File: config.mk
export PLATFORM = sky130hd
export DESIGN_NAME = alarm_irq_unit
export DESIGN_NICKNAME = d
export VERILOG_FILES = /design/src/rtl/alarm_pkg.sv /design/src/rtl/alarm_regfile.sv /design/src/rtl/alarm_field_match.sv /design/src/rtl/alarm_flag_ctrl.sv /design/src/rtl/alarm_irq_unit.sv
export SDC_FILE = /design/constraint.sdc
export NUM_CORES = 1
export LEC_CHECK = 0
export ABC_AREA = 1
export BUFFER_PORTS_ARGS = -buffer_cell sky130_fd_sc_hd__clkbuf_2
export CAP_MARGIN = 10
export CORE_UTILIZATION = 35
export CTS_CLUSTER_DIAMETER = 60
export DETAILED_ROUTE_END_ITERATION = 16
export HOLD_SLACK_MARGIN = 0.08
export PLACE_DENSITY = 0.7
export SKIP_CTS_REPAIR_TIMING = 1
export SLEW_MARGIN = 15
export SYNTH_ARGS = -nofsm -noshare
export SYNTH_HDL_FRONTEND = slang
export SYNTH_SLANG_ARGS = --single-unit
export TNS_END_PERCENT = 1
File: constraint.sdc
create_clock -name clk -period 1.8 [get_ports clk]
set_input_delay 0.54 -clock clk [delete_from_list [all_inputs] [get_ports clk]]
set_output_delay 0.54 -clock clk [all_outputs]
set_load 0.005 [all_outputs]
File: src/rtl/alarm_pkg.sv
package alarm_pkg;
  localparam int unsigned ALM_FIELDS = 3;
  localparam int unsigned ALM_DW     = 8;
  localparam int unsigned ALM_AW     = 2;
  localparam int unsigned STAT_FLAG_BIT = 5;
  localparam int unsigned STAT_IRQ_BIT  = 7;

  typedef enum logic [1:0] {
    RA_SEC  = 2'd0,
    RA_MIN  = 2'd1,
    RA_HR   = 2'd2,
    RA_STAT = 2'd3
  } alm_addr_e;
endpackage

File: src/rtl/alarm_regfile.sv
module alarm_regfile #(
  parameter int unsigned DW = 8,
  parameter int unsigned AW = 2,
  parameter int unsigned NF = 3
) (
  input  logic             clk,
  input  logic             rst,
  input  logic             wr,
  input  logic [AW-1:0]    addr,
  input  logic [DW-1:0]    wdata,
  output logic [NF*DW-1:0] alarm_vec
);
  for (genvar i = 0; i < NF; i++) begin : g_byte
    logic [DW-1:0] q;
    always_ff @(posedge clk) begin
      if (rst) q <= '0;
      else if (wr && addr == AW'(i)) q <= wdata;
    end
    assign alarm_vec[i*DW +: DW] = q;
  end
endmodule

File: src/rtl/alarm_field_match.sv
module alarm_field_match #(
  parameter int unsigned DW = 8
) (
  input  logic [DW-1:0] alarm_b,
  input  logic [DW-1:0] time_b,
  output logic          hit
);
  logic wild;
  always_comb begin
    wild = (alarm_b[DW-1:DW-2] == 2'b11);
    hit  = wild || (alarm_b == time_b);
  end
endmodule

File: src/rtl/alarm_flag_ctrl.sv
module alarm_flag_ctrl (
  input  logic clk,
  input  logic rst,
  input  logic upd_done,
  input  logic all_match,
  input  logic stat_clr,
  input  logic alarm_en,
  output logic flag_q,
  output logic irq_q
);
  logic set_ev, flag_d;
  always_comb begin
    set_ev = upd_done && all_match;
    flag_d = set_ev || (flag_q && !stat_clr);
  end
  always_ff @(posedge clk) begin
    if (rst) begin
      flag_q <= 1'b0;
      irq_q  <= 1'b0;
    end else begin
      flag_q <= flag_d;
      irq_q  <= flag_d && alarm_en;
    end
  end
endmodule

File: src/rtl/alarm_irq_unit.sv
module alarm_irq_unit
  import alarm_pkg::*;
#(
  parameter int unsigned DW = ALM_DW,
  parameter int unsigned AW = ALM_AW,
  parameter int unsigned NF = ALM_FIELDS
) (
  input  logic          clk,
  input  logic          rst,
  input  logic [DW-1:0] cur_sec,
  input  logic [DW-1:0] cur_min,
  input  logic [DW-1:0] cur_hr,
  input  logic          upd_done,
  input  logic          alarm_en,
  input  logic          reg_wr,
  input  logic          reg_rd,
  input  logic [AW-1:0] reg_addr,
  input  logic [DW-1:0] reg_wdata,
  output logic [DW-1:0] reg_rdata,
  output logic          alarm_flag,
  output logic          irq
);
  localparam logic [AW-1:0] STAT_ADDR = AW'(NF);

  logic [NF*DW-1:0] alarm_vec;
  logic [NF*DW-1:0] time_vec;
  logic [NF-1:0]    hits;
  logic             all_match;
  logic             stat_rd;
  logic [DW-1:0]    stat_val;
  logic [DW-1:0]    rd_mux;

  assign time_vec = {cur_hr, cur_min, cur_sec};

  alarm_regfile #(.DW(DW), .AW(AW), .NF(NF)) u_regs (
    .clk(clk), .rst(rst), .wr(reg_wr), .addr(reg_addr),
    .wdata(reg_wdata), .alarm_vec(alarm_vec)
  );

  for (genvar i = 0; i < NF; i++) begin : g_cmp
    alarm_field_match #(.DW(DW)) u_cmp (
      .alarm_b(alarm_vec[i*DW +: DW]),
      .time_b (time_vec[i*DW +: DW]),
      .hit    (hits[i])
    );
  end

  assign all_match = &hits;
  assign stat_rd   = reg_rd && (reg_addr == STAT_ADDR);

  alarm_flag_ctrl u_flag (
    .clk(clk), .rst(rst), .upd_done(upd_done), .all_match(all_match),
    .stat_clr(stat_rd), .alarm_en(alarm_en),
    .flag_q(alarm_flag), .irq_q(irq)
  );

  always_comb begin
    stat_val = '0;
    stat_val[STAT_FLAG_BIT] = alarm_flag;
    stat_val[STAT_IRQ_BIT]  = alarm_flag && alarm_en;
    rd_mux = '0;
    if (reg_addr == STAT_ADDR) rd_mux = stat_val;
    else begin
      for (int i = 0; i < NF; i++)
        if (reg_addr == AW'(i)) rd_mux = alarm_vec[i*DW +: DW];
    end
  end

  always_ff @(posedge clk) begin
    if (rst) reg_rdata <= '0;
    else if (reg_rd) reg_rdata <= rd_mux;
  end
endmodule

==> summary.txt <==
Run status
  • Status: finished, final reports clean

Detailed routing
  • Routed wire length: 4400 um
  • DR vias/cell: 4.78
  • Met3 Routed Length: 225 um
  • Wl on met1: 2020 um
  • Met2 routed WL: 2060 um
  • First DRT Iteration DRCs: 143
  • Highest routed layer: met4
  • # DRC: 0
  • Via count: 1,653
  • Pre-antenna DRT Iters: 5
  • ANT nets after route: 0
  • WL per Instance: 12.7 um

Cells and area
  • Reg area: 681 um2
  • Most common cell after layout, fill and taps aside: nand2_1
  • Nets: 333
  • Share of cells above drive strength 1: 25.2%
  • Area Overhead vs Synth: 22.4%
  • Fin util: 46.0%
  • Inserted Diodes: 0
  • Most frequent cells in the layout: 67 x nand2_1, 49 x clkbuf_2, 34 x dfxtp_1, 24 x a21oi_1, 21 x nor2_1
  • Number of fill cells in the layout: 477
  • Area of the multi-input gates: 867 um2

Power and ir drop
  • Cell internal pwr: 0.00120 W
  • Pwr/cell area: 797 nW/um2
  • Worst vdd ir: 284 uV
  • Sw Ratio: 27.5%
  • Sequential Power Share: 49.2%
  • Comb pwr share: 14.5%
  • Clk pwr share: 36.4%
  • Sw Pwr: 0.000455 W
  • Pleak: 0.911 nW

Synth
  • Post-Synthesis Cells: 242
  • Seq/Total Area, Yosys: 40.2%
  • Synth Area in Compound Gates: 19.7%
  • Fraction of the mapped netlist area in adder cells: 0%
  • Post-synthesis cell type count: 20
  • Yosys warns: 0
  • XOR/XNOR share of the synthesized area: 9.31%
  • Synth Net Count: 282
  • Synthesized cell area: 1690 um2
  • Mux contribution to synthesized area: 0%
  • Largest family of logic cells by synthesized area: simple AND/OR/NAND/NOR gates
  • Avg Inst Size Synth: 7.00 um2
  • Post-Synth Simple-Gate Area: 22.2%
  • Synth Register Bits: 34

Place
  • Detail Placement HPWL: 3420 um
  • Port Buffer Count: 49
  • Final Wtd Congestion: 0.867

Critical path
  • Crit end category: output port
  • Slowest CP cell: dfxtp_1
  • Critical path cell sequence: clkbuf_2
  • Crit Path Max Fanout: 3
  • CP required: 1.26 ns
  • Buf+Inv Stages, Crit Path: 1
  • CP startpoint kind: flop
  • Crit-path max cell delay: 0.38 ns
  • Worst path arrival time: 0.81 ns
  • Critical path class: reg2out
  • Family with the most delay on the worst path: flip-flops

STA
  • RSZ-0062 raised after global routing: false
  • Setup TNS: 0 ns
  • Crit share post-route: 75.1%
  • Max Slew Vio Count: 0
  • Final min period: 1.35 ns
  • Final Setup Violations: 0
  • Fmax: 740 MHz
  • Clk_skew: 0.00836 ns
  • Slew HR: 77.9%
  • Worst-margin pin slew: 0.330 ns
  • Hold Vio Cnt, Final: 0

Global routing
  • Global-route usage over all layers: 18.0%
  • Total gr overflow: 0
  • Initial antenna violation count: 0
  • Number of global-route vias before repair: 1,502
  • Largest net degree at the start of global routing: 26
  • First-pass GRT wire length: 6970 um

Die
  • Number of I/O pins: 50
  • Row count: 24
  • Die W: 71.6 um
  • Starting Density: 37.6%
  • Die Y: 71.6 um
  • Core Area: 4500 um2
  • Die ar.: 5120 um2

CTS
  • H-Tree Depth: 2
  • Clock Latency Late Sink: 0.29 ns
  • Root buf cell: clkbuf_8
  • CTS Buf Count: 5
  • TritonCTS clock tree: built
  • CTS sink count: 34
  • Clk slew on worst S/H paths: 0.07 ns
  • Clk buf depth: 2

Run
  • Max Cap Viol: 0

Min path
  • Worst hold path type: reg2reg
==> tightest hold or removal path: stages, from the launching register on <==
cell,delay [ns]
dfxtp_1,0.31
nand2_1,0.06
a21oi_1,0.06
==> power groups by stage <==
stage | sequential, W | clock [W] | combinational, W
CTS | 0.000812 | 0.000602 | 0.000240
finish | 0.000812 | 0.000601 | 0.000239
global route | 0.000817 | 0.000635 | 0.000271
global placement | 0.000829 | 0 | 0.000235
detailed placement | 0.000829 | 0 | 0.000238
floorplan | 0.000823 | 0 | 0.000149
==> registers in the layout, summed over array words and instances (netlist names) <==
register	flops
reg_rdata	8
u_flag.irq_q	1
u_flag.flag_q	1
u_regs.g_byte.q	24
==> stage by stage <==
stage                     worst slack [ns]  std cells  area (um2)  total power, W  hold WS (ns)
after detailed placement             0.234        338        1980         0.00107         0.461
after global placement               0.201        338        1980         0.00106         0.457
final                                0.449        346        2070         0.00165         0.469
after global routing                 0.407        346        2070         0.00172         0.495
after CTS                            0.459        346        2070         0.00165         0.473
after floorplan                      0.464        242        1690        0.000971         0.447
==> area by class of cell <==
type	instances	share of cell area [%]
Clock buffer	6	3.98
Tap cell	52	3.14
Multi-Input combinational cell	172	41.8
Clock inverter	2	0.603
Timing Repair Buffer	50	12.2
Inverter	30	5.43
Sequential cell	34	32.8
==> cell usage after synthesis, drive strengths merged <==
cell     count  share of area [%]
xnor2       18                9.3
o21ai       25                7.4
dfxtp       34                 40
nand3        3               0.89
buf          4                1.6
o221ai       7                3.6
inv         30                6.6
a21oi       24                7.1
clkbuf       2               0.44
o31ai        1               0.44
nand2       70                 16
nor2        22                5.0
o2111ai      1               0.52
o221a        1               0.66
==> metal layers <==
| metal | GRT usage [%] | vias up |
|---|---|---|
| met1 | 23.0 | 712 |
| li1 | - | 878 |
| met2 | 30.1 | 52 |
| met3 | 3.80 | 11 |
| met5 | 0 | - |
| met4 | 6.75 | 0 |
==> worst paths after layout <==
path	start	to	slack [ns]	cells past startpoint
max	u_flag.flag_q$_SDFF_PP0_	alarm_flag	0.45	1
min	reg_rdata[2]$_SDFFE_PP0P_	reg_rdata[2]$_SDFFE_PP0P_	0.47	2
max reg2reg	u_regs.g_byte[0].q[0]$_SDFFE_PP0P_	u_flag.irq_q$_SDFF_PP0_	0.59	9
min reg2reg	reg_rdata[2]$_SDFFE_PP0P_	reg_rdata[2]$_SDFFE_PP0P_	0.47	2
==> kinds of logic after synthesis <==
family / count (synthesis)
simple gates: 95
compound gates: 59
xor+xnor: 18
buf+inv: 36
flops: 34
No activity file was read; power rests on OpenSTA's default activity.
